`config.mk`:
```
export PLATFORM = sky130hd
export DESIGN_NAME = clkchip_seq
export DESIGN_NICKNAME = d
export VERILOG_FILES = /design/src/rtl/clkchip_pkg.sv /design/src/rtl/clkchip_retry_ctr.sv /design/src/rtl/clkchip_gap_timer.sv /design/src/rtl/clkchip_field_map.sv /design/src/rtl/clkchip_seq.sv
export SDC_FILE = /design/constraint.sdc
export NUM_CORES = 1
export LEC_CHECK = 0
export ABC_AREA = 1
export BUFFER_PORTS_ARGS = -buffer_cell sky130_fd_sc_hd__buf_2
export CELL_PAD_IN_SITES_DETAIL_PLACEMENT = 0
export CELL_PAD_IN_SITES_GLOBAL_PLACEMENT = 1
export CORE_ASPECT_RATIO = 0.7
export CORE_UTILIZATION = 40
export DETAILED_ROUTE_END_ITERATION = 16
export PLACE_DENSITY = 0.92
export SYNTH_ARGS = -nofsm -noshare
export SYNTH_HDL_FRONTEND = slang
export SYNTH_SLANG_ARGS = --single-unit
```
`constraint.sdc`:
```
create_clock -name clk -period 2.6 [get_ports clk]
set_clock_uncertainty 0.1 [all_clocks]
set_input_delay 0.26 -clock clk [delete_from_list [all_inputs] [get_ports clk]]
set_output_delay 0.26 -clock clk [all_outputs]
set_load 0.02 [all_outputs]
```
`src/rtl/clkchip_pkg.sv`:
```
package clkchip_pkg;

  typedef enum logic [3:0] {
    ST_IDLE,
    ST_CHK_RD,
    ST_CHK_CLRINT,
    ST_CHK_SETCTL,
    ST_CHK_POLL,
    ST_ATT_WCTL,
    ST_ATT_RCTL,
    ST_RETRY_GAP,
    ST_XFER,
    ST_SETTLE
  } seq_state_t;

  localparam logic [3:0] CTL_ADDR  = 4'hE;
  localparam logic [3:0] INTV_ADDR = 4'h7;
  localparam logic [3:0] CTL_RUN   = 4'h4;
  localparam logic [3:0] CTL_INIT  = 4'h7;
  localparam int         BUSY_BIT  = 0;
  localparam int         STOP_BIT  = 1;

  // Register address of transfer step k: the field is k/2, and odd k selects tens.
  function automatic logic [3:0] step_addr(input logic [3:0] step);
    logic [3:0] base;
    case (step[3:1])
      3'd0:    base = 4'h0;
      3'd1:    base = 4'h2;
      3'd2:    base = 4'h4;
      3'd3:    base = 4'h8;
      3'd4:    base = 4'hA;
      3'd5:    base = 4'hC;
      default: base = 4'h6;
    endcase
    return base | {3'b000, step[0]};
  endfunction

  // Bit offset of the nibble for step k inside the time frame.
  function automatic logic [5:0] step_lsb(input logic [3:0] step);
    return {step, 2'b00};
  endfunction

endpackage

```
`src/rtl/clkchip_retry_ctr.sv`:
```
module clkchip_retry_ctr #(
  parameter int LIMIT = 100
) (
  input  logic clk,
  input  logic rst_n,
  input  logic clr,
  input  logic inc,
  output logic at_limit
);
  localparam int CW = $clog2(LIMIT + 1);

  logic [CW-1:0] cnt;

  always_ff @(posedge clk or negedge rst_n) begin
    if (!rst_n)
      cnt <= '0;
    else if (clr)
      cnt <= '0;
    else if (inc && !at_limit)
      cnt <= cnt + 1'b1;
  end

  assign at_limit = (cnt == CW'(LIMIT));

  AST_RETRY_BOUND: assert property (@(posedge clk) disable iff (!rst_n)
    cnt <= CW'(LIMIT));

endmodule

```
`src/rtl/clkchip_gap_timer.sv`:
```
module clkchip_gap_timer #(
  parameter int GAP_CYC = 35
) (
  input  logic clk,
  input  logic rst_n,
  input  logic kick,
  output logic done
);
  localparam int GW = $clog2(GAP_CYC + 1);

  logic [GW-1:0] cnt;
  logic          run;

  always_ff @(posedge clk or negedge rst_n) begin
    if (!rst_n) begin
      cnt <= '0;
      run <= 1'b0;
    end else if (kick) begin
      cnt <= GW'(GAP_CYC);
      run <= 1'b1;
    end else if (run) begin
      cnt <= cnt - 1'b1;
      if (cnt == GW'(1)) run <= 1'b0;
    end
  end

  assign done = run && (cnt == GW'(1));

  AST_GAP_NO_REARM: assert property (@(posedge clk) disable iff (!rst_n)
    kick |-> !run);

endmodule

```
`src/rtl/clkchip_field_map.sv`:
```
module clkchip_field_map #(
  parameter int FIELDS = 7
) (
  input  logic [3:0]          step,
  input  logic [8*FIELDS-1:0] frame,
  output logic [3:0]          addr,
  output logic [3:0]          wdata,
  output logic                last
);
  import clkchip_pkg::*;

  localparam int STEPS = 2 * FIELDS - 1;

  assign addr  = step_addr(step);
  assign wdata = frame[step_lsb(step) +: 4];
  assign last  = (step == 4'(STEPS - 1));

endmodule

```
`src/rtl/clkchip_seq.sv`:
```
module clkchip_seq #(
  parameter int RETRY_LIMIT = 100,
  parameter int GAP_CYC     = 35
) (
  input  logic        clk,
  input  logic        rst_n,
  input  logic        req_read,
  input  logic        req_write,
  input  logic        req_check,
  input  logic [55:0] wr_time,
  output logic [55:0] rd_time,
  output logic        busy,
  output logic        err,
  output logic        chip_en,
  output logic        cmd_valid,
  output logic        cmd_write,
  output logic [3:0]  cmd_addr,
  output logic [3:0]  cmd_wdata,
  input  logic        cmd_done,
  input  logic [3:0]  cmd_rdata
);
  import clkchip_pkg::*;

  localparam int FIELDS = 7;
  localparam int TW     = 8 * FIELDS;
  localparam logic [TW-1:0] DEFAULT_TIME = {8'h00, 8'h00, 8'h01, 8'h01, 8'h00, 8'h00, 8'h00};

  seq_state_t    state;
  logic          outstanding;
  logic          op_read;
  logic [3:0]    step;
  logic [TW-1:0] frame;
  logic [TW-1:0] rd_time_q;
  logic          err_q;

  // Named internal events
  logic       is_access;
  logic       acc_done;
  logic       ctl_busy;
  logic       ctl_stop;
  logic       retry_clr;
  logic       retry_inc;
  logic       at_limit;
  logic       gap_kick;
  logic       gap_done;
  logic       any_req;
  logic [3:0] map_addr;
  logic [3:0] map_wdata;
  logic       map_last;

  clkchip_retry_ctr #(.LIMIT(RETRY_LIMIT)) u_retry (
    .clk      (clk),
    .rst_n    (rst_n),
    .clr      (retry_clr),
    .inc      (retry_inc),
    .at_limit (at_limit)
  );

  clkchip_gap_timer #(.GAP_CYC(GAP_CYC)) u_gap (
    .clk   (clk),
    .rst_n (rst_n),
    .kick  (gap_kick),
    .done  (gap_done)
  );

  clkchip_field_map #(.FIELDS(FIELDS)) u_map (
    .step  (step),
    .frame (frame),
    .addr  (map_addr),
    .wdata (map_wdata),
    .last  (map_last)
  );

  assign any_req  = req_read || req_write || req_check;
  assign ctl_busy = cmd_rdata[BUSY_BIT];
  assign ctl_stop = cmd_rdata[STOP_BIT];
  assign acc_done = outstanding && cmd_done;

  // Command decode per access state
  always_comb begin
    is_access = 1'b1;
    cmd_write = 1'b0;
    cmd_addr  = CTL_ADDR;
    cmd_wdata = 4'h0;
    case (state)
      ST_CHK_RD:     ;
      ST_CHK_CLRINT: begin cmd_write = 1'b1; cmd_addr = INTV_ADDR; end
      ST_CHK_SETCTL: begin cmd_write = 1'b1; cmd_wdata = CTL_INIT; end
      ST_CHK_POLL:   ;
      ST_ATT_WCTL:   begin cmd_write = 1'b1; cmd_wdata = CTL_RUN; end
      ST_ATT_RCTL:   ;
      ST_XFER: begin
        cmd_write = !op_read;
        cmd_addr  = map_addr;
        cmd_wdata = op_read ? 4'h0 : map_wdata;
      end
      default: is_access = 1'b0;
    endcase
  end

  assign cmd_valid = is_access && !outstanding;
  assign chip_en   = is_access;
  assign busy      = (state != ST_IDLE);
  assign err       = err_q;
  assign rd_time   = rd_time_q;

  assign retry_clr = (state == ST_IDLE && any_req) ||
                     (acc_done && state == ST_CHK_SETCTL) ||
                     (acc_done && state == ST_CHK_POLL && (!ctl_busy || at_limit));
  assign retry_inc = acc_done && ctl_busy &&
                     (state == ST_ATT_RCTL || state == ST_CHK_POLL);
  assign gap_kick  = acc_done && ((state == ST_ATT_RCTL && ctl_busy) ||
                                  (state == ST_XFER && map_last) ||
                                  (state == ST_CHK_RD && !ctl_stop));

  always_ff @(posedge clk or negedge rst_n) begin
    if (!rst_n)
      outstanding <= 1'b0;
    else if (cmd_valid)
      outstanding <= 1'b1;
    else if (cmd_done)
      outstanding <= 1'b0;
  end

  always_ff @(posedge clk or negedge rst_n) begin
    if (!rst_n) begin
      state     <= ST_IDLE;
      op_read   <= 1'b0;
      step      <= '0;
      frame     <= '0;
      rd_time_q <= '0;
      err_q     <= 1'b0;
    end else begin
      case (state)
        ST_IDLE: begin
          if (req_read) begin
            op_read <= 1'b1;
            frame   <= '0;
            err_q   <= 1'b0;
            state   <= ST_ATT_WCTL;
          end else if (req_write) begin
            op_read <= 1'b0;
            frame   <= wr_time;
            err_q   <= 1'b0;
            state   <= ST_ATT_WCTL;
          end else if (req_check) begin
            op_read <= 1'b0;
            frame   <= DEFAULT_TIME;
            err_q   <= 1'b0;
            state   <= ST_CHK_RD;
          end
        end
        ST_CHK_RD:
          if (acc_done) state <= ctl_stop ? ST_CHK_CLRINT : ST_SETTLE;
        ST_CHK_CLRINT:
          if (acc_done) state <= ST_CHK_SETCTL;
        ST_CHK_SETCTL:
          if (acc_done) state <= ST_CHK_POLL;
        ST_CHK_POLL:
          if (acc_done && (!ctl_busy || at_limit)) state <= ST_ATT_WCTL;
        ST_ATT_WCTL:
          if (acc_done) state <= ST_ATT_RCTL;
        ST_ATT_RCTL:
          if (acc_done) begin
            if (!ctl_busy) begin
              step  <= '0;
              state <= ST_XFER;
            end else if (at_limit) begin
              err_q <= 1'b1;
              state <= ST_SETTLE;
            end else begin
              state <= ST_RETRY_GAP;
            end
          end
        ST_RETRY_GAP:
          if (gap_done) state <= ST_ATT_WCTL;
        ST_XFER:
          if (acc_done) begin
            if (op_read) frame[step_lsb(step) +: 4] <= cmd_rdata;
            if (map_last) state <= ST_SETTLE;
            else          step  <= step + 1'b1;
          end
        ST_SETTLE:
          if (gap_done) begin
            if (op_read && !err_q) rd_time_q <= frame;
            state <= ST_IDLE;
          end
        default: state <= ST_IDLE;
      endcase
    end
  end

  AST_CMD_PULSE: assert property (@(posedge clk) disable iff (!rst_n)
    cmd_valid |=> !cmd_valid);
  AST_CMD_UNDER_CE: assert property (@(posedge clk) disable iff (!rst_n)
    cmd_valid |-> chip_en);
  AST_IDLE_CE_LOW: assert property (@(posedge clk) disable iff (!rst_n)
    !busy |-> !chip_en);
  AST_ERR_CLEARS: assert property (@(posedge clk) disable iff (!rst_n)
    (!busy && any_req) |=> !err);
  AST_ERR_CE_LOW: assert property (@(posedge clk) disable iff (!rst_n)
    $rose(err) |-> !chip_en);
  AST_RDTIME_AT_END: assert property (@(posedge clk) disable iff (!rst_n)
    !$stable(rd_time) |-> ($past(busy) && !busy));

endmodule

```
**Word level (Yosys, flattened, before mapping)**

Index checks and enable logic that the tools add are counted.

- Bits in registers: 137
- Output and inout bits: 69

- $add $sub $neg: 4
- Equality and inequality tests: 33
- Shift-type cells: 3
- Mux-type cells: 52
- Bitwise logic cells: 1
- Reductions and logical operators: 48

Operators with widths:

| cell | count |
|---|---|
| 56-bit 2-to-1 mux | 5 |
| 56-bit one-hot mux with 2 select lines | 1 |
| 4-bit 2-to-1 mux | 21 |
| 56-bit bitwise mux | 1 |
| 4-bit by 8-bit variable shift with 56-bit output (first input constant) | 1 |
| 4-bit by 8-bit variable part select with 56-bit output | 1 |
| 56-bit by 7-bit variable part select with 4-bit output | 1 |
| 4-bit one-hot mux with 10 select lines | 1 |
| 2-bit inequality test (second input constant) | 14 |
| 4-bit one-hot mux with 6 select lines | 1 |
| 4-bit by 3-bit == test with 1-bit output (second input constant) | 4 |
| 1-bit logical AND | 16 |
| 4-bit one-hot mux with 2 select lines | 2 |
| 7-bit 2-to-1 mux | 2 |
| 1-bit 2-to-1 mux | 13 |
| 4-bit == test (second input constant) | 3 |
| 6-bit 2-to-1 mux | 2 |
| 4-bit one-hot mux with 3 select lines | 1 |
| 2-bit nonzero test | 6 |
| 11-bit AND reduction | 1 |
| 5-bit AND reduction | 2 |
| 4-bit by 2-bit == test with 1-bit output (second input constant) | 2 |
| 1-bit logical OR | 8 |
| 6-bit negation with 8-bit output | 1 |
| other kinds (23) | 31 |

**Longest topological paths before layout**

- Depth in word-level cells: 6
- Mapped depth: 14

**By module**

A second synthesis with hierarchy kept.

- Cell total of the unflattened synthesis: 1058
- Area, all modules: 7768.7 µm²

By module, submodules not included:

| module | times used | cells each | area each (µm²) | sequential area each (µm²) |
|---|---|---|---|---|
| clkchip_seq | 1 | 769 | 6179.7 | 3078.0 |
| clkchip_field_map | 1 | 174 | 748.2 | 0.0 |
| clkchip_retry_ctr | 1 | 69 | 484.2 | 175.2 |
| clkchip_gap_timer | 1 | 46 | 356.6 | 175.2 |

**Worst setup path before layout**

OpenSTA, ideal clock, no wires.

- Path kind: register to register
- Start point: register step[0]
- End point: register frame[14]
- Library setup time: 0.065 ns
- Arrival time: 2.015 ns
- Data required time: 2.435 ns
- Setup slack: 0.420 ns
- Cell stages (with the launch flop): 12
- Cell sequence: dfrtp_1 > inv_2 > buf_2 > ha_1 > buf_2 > inv_1 > buf_2 > nand3_1 > or2_2 > o21ai_0 > nand2_1 > nand2_1

- Cells in the longest elaborated chain, start to end: 6

RTL lines:

| item | RTL line | source |
|---|---|---|
| start, declared | clkchip_seq.sv:31 | `logic [3:0] step;` |
| start signal, assigned | clkchip_seq.sv:181 | `else step <= step + 1'b1;` |
| 6-bit negation with 8-bit output (*) | clkchip_seq.sv:179 | `if (op_read) frame[step_lsb(step) +: 4] <= cmd_rdata;` |
| 4-bit by 8-bit variable part select with 56-bit output or 4-bit by 8-bit variable shift with 56-bit output (tied branches) | clkchip_seq.sv:179 |  |
| 56-bit bitwise mux (*) | clkchip_seq.sv:179 |  |
| 56-bit 2-to-1 mux (*) | clkchip_seq.sv:179 |  |
| 56-bit 2-to-1 mux (*) | clkchip_seq.sv:178 | `if (acc_done) begin` |
| 56-bit one-hot mux with 2 select lines (*) | clkchip_seq.sv:134 | `case (state)` |
| end signal, assigned | clkchip_seq.sv:143 | `frame <= wr_time;` |
| end signal, assigned by index | clkchip_seq.sv:179 |  |
| end, declared | clkchip_seq.sv:32 | `logic [TW-1:0] frame;` |

Every way passes the cells marked *; elsewhere a longest branch is shown, timed or not. The select of a mux whose other input is x is not followed.
A chain may end at the register's enable or synchronous reset.

**Worst setup path in the final report**

- Start point: register step[2]
- End point: output cmd_wdata[3]

- Cells in the longest elaborated chain, start to end: 3

RTL lines:

| item | RTL line | source |
|---|---|---|
| 56-bit by 7-bit variable part select with 4-bit output | clkchip_field_map.sv:15 | `assign wdata = frame[step_lsb(step) +: 4];` |
| 4-bit 2-to-1 mux | clkchip_seq.sv:95 | `cmd_wdata = op_read ? 4'h0 : map_wdata;` |
| 4-bit one-hot mux with 3 select lines | clkchip_seq.sv:85 | `case (state)` |
| end, declared | clkchip_seq.sv:18 | `output logic [3:0] cmd_wdata,` |

Every way passes these cells.

==> impl_metrics.csv <==
group,metric,value,unit
cells_and_area,drive_above_1_share,19.5,%
global_route,grt_max_degree,61,
cells_and_area,layout-area-overhead-vs-synth,20.7,%
worst_hold_path,hp-start,"wr_time[11]",
power_and_ir_drop,p_leak,0.00506,uW
logic_synthesis,synth_compound_gate_area_share,9.10,%
clock_network,cts_buffers,17,
timing,fin_tns_setup,0,ps
floorplan,placementRows,42,
logic_synthesis,yosys.area_share.simple,37.3,%
timing,slew_viol_final,0,
setup_path,slowest_stage,"dfrtp_2",
clock_network,clock_latency,430,ps
timing,fin_crit_sh,95.2,%
logic_synthesis,syn_nets,1171,
timing,hold_viol_final,0,
logic_synthesis,netlist_top_cells_count,"nand2_1, dfrtp_1, nand3_1",
timing,hold_slack,34.3,ps
timing,max_slew_margin,62.2,%
logic_synthesis,synth_ff_type,"dfrtp_1",
timing,setup_violations,0,
placement,io_buffer_count,134,
logic_synthesis,synth_area_leader_cell,"dfrtp_1",
logic_synthesis,avgSynthCellArea,7.10,um2
detailed_routing,drtIter0Drc,874,
logic_synthesis,yosys-top-cells-area,"dfrtp_1, nand2_1, nand3_1",
global_route,grt-ovfl-total,0,
logic_synthesis,synth_cell_types,34,
logic_synthesis,synth_adder_area_share,1.29,%
logic_synthesis,synthMuxAreaShare,0,%
placement,dpl_cell_area,8730,um2
floorplan,die_area,20000,um2
power_and_ir_drop,peakVddDrop,0.000440,V
logic_synthesis,ys_seq_elements,137,
logic_synthesis,synth-edff-count,0,
logic_synthesis,synth_top_area_share,44.0,%
run_status,status,"finished, final reports clean",
setup_path,slowest_delay,500,ps
cells_and_area,final_cell_area,9400,um2
worst_hold_path,hold_path_depth,5,
job,cap_violations,0,
detailed_routing,drtAntennaViolNets,0,
worst_hold_path,min_to,"frame[11]",
detailed_routing,via_count,7761,
logic_synthesis,synth_top_family_by_area,"simple AND/OR/NAND/NOR gates",
setup_path,crit_top_cell,"nand2_1",
logic_synthesis,synth_cells,1097,
setup_path,rrSetupSlack,290,ps
clock_network,cts-root-buf,"clkbuf_16",
clock_network,clkTransAtPathRegs,60,ps
worst_hold_path,worst_hold_path_type,"in2reg",
placement,place_congestion,0.941,
floorplan,initial_core_util,41.0,%
detailed_routing,routed_wl,25.7,mm
global_route,antenna_found_initial,0,
timing,period_needed,2480,ps
setup_path,cp-end-kind,"output port",
floorplan,fp.dieH,119,um
global_route,grt_pass1_wl,40.0,mm
cells_and_area,layout.nets,1304,
timing,tightest_slew,568,ps
detailed_routing,drc,0,
logic_synthesis,async_flop_share,100,%
global_route,first_global_vias,7037,
logic_synthesis,synth_xor_area_share,1.01,%
clock_network,clk_path_buf_depth,2,
floorplan,core_area,19000,um2
setup_path,path_class,"reg2out",
clock_network,htreeDepth,4,
setup_path,start_kind,"flip-flop",
logic_synthesis,netlist_area,7780,um2
timing,rsz0062_at_grt,"no",
logic_synthesis,yosysSeqAreaShare,44.0,%
setup_path,crit_arrival,2120,ps
setup_path,reg2regPathDepth,10,
clock_network,clock_sinks,137,
placement,hpwl,19.8,mm
setup_path,path_cells,"inv_2, nand2_1, a21oi_1, o21ai_0, nand4_1, nand2_1, nor2_1, buf_2",
setup_path,r2r-end,"frame[9]",
timing,fmax,404,MHz
logic_synthesis,yosysWarnings,0,
cells_and_area,diodes,0,
clock_network,tritoncts,"yes",
setup_path,crit_fanout,9,
floorplan,io_pins,135,
logic_synthesis,yosysMostFrequentCell,"nand2_1",
setup_path,worstPathRequired,2240,ps
floorplan,die_w,169,um
detailed_routing,wl_per_cell,17.1,um
detailed_routing,drt-pass1-iter-count,6,
global_route,grt_util_all_layers,26.7,%
setup_path,reg2reg_from,"step[0]",
detailed_routing,drt-vias-per-instance,5.15,
power_and_ir_drop,p_per_area,913,nW/um2
-- final cells by class --
type,count,area [um2]
inverter,88,330
multi-input combinational,829,3800
clock buffer,21,450
timing repair buffer,157,867
tap,264,330
clock inverter,11,193
sequential,137,3430
fill,1942,9570
-- layer usage --
metal | vias to the layer above | routed length (um) | track usage [%]
met2 | 375 | 9930 | 35.3
met4 | 0 | 414 | 5.85
met5 | - | 0 | 0
met1 | 3595 | 12700 | 42.8
met3 | 32 | 2650 | 6.16
li1 | 3759 | - | -
-- critical path: cells and delay by family (launching register included) --
kind	cells	cell delay, ps
AOI/OAI and AO/OA	2	350
buffers and inverters	2	320
DFF	1	500
and+or+nand+nor	4	530
-- worst max path at each step --
stage / from / end / slack, ps
5_1_grt: step[2] / cmd_wdata[1] / 10
6_report: step[2] / cmd_wdata[3] / 120
3_5_place_dp: step[0] / frame[8] / 360
2_1_floorplan: step[0] / frame[14] / 420
4_1_cts: state[0] / cmd_wdata[3] / 70
3_3_place_gp: step[0] / frame[9] / 460
-- timing repair --
action	4_1_cts	5_1_grt
hold endpoints to repair	55	0
hold buffers	2	0
gates resized for setup	0	2
endpoints found under the setup margin	0	4
buffers inserted	0	0
-- flip-flops by register name, indices dropped and copies added (netlist names) --
signal,count
err,1
frame,56
op_read,1
outstanding,1
rd_time,56
state,4
step,4
u_gap.cnt,6
u_gap.run,1
u_retry.cnt,7
-- logic make-up after synthesis --
logic type	count (synthesis)
AO/OA/AOI/OAI	136
buffers and inverters	131
AND/OR/NAND/NOR	676
XOR/XNOR	9
flip-flops	137
adder cells (fa/ha/maj)	8
-- per-stage QoR --
step                      utilization, %  total power, uW  cells  setup WS [ps]
final                               49.5             8590   1507            125
after global routing                49.5             9060   1507           11.3
after CTS                           49.5             8540   1507           75.0
after detailed placement            46.0             5830   1473            363
after global placement              46.0             5820   1473            455
after floorplan                        -             4830   1097            420
-- power by group --
group	switching, uW	internal [uW]
sequential	502	2570
combinational	2000	807
clock	972	1730
total	3470	5110
-- cell usage in the layout (no fill, tap or decap), types with 2 or more instances in the layout --
master and count:
a21oi_1 27, a21oi_2 3, buf_2 133, buf_4 20, bufinv_16 5, clkbuf_1 3, clkbuf_16 17, clkinv_2 2
clkinvlp_4 2, dfrtp_1 136, dlygate4sd3_1 2, ha_1 8, inv_1 71, inv_2 16, inv_6 2, nand2_1 459
nand2_2 15, nand3_1 99, nand3_2 2, nand4_1 13, nor2_1 50, nor2_2 6, nor2_4 5, nor2_8 2
nor3_1 12, nor3_4 3, o211ai_1 6, o21ai_0 67, o21ai_1 32, or2_1 3, or2_2 5, xor2_1 8
Note: power is estimated with default switching activity, not from simulation.
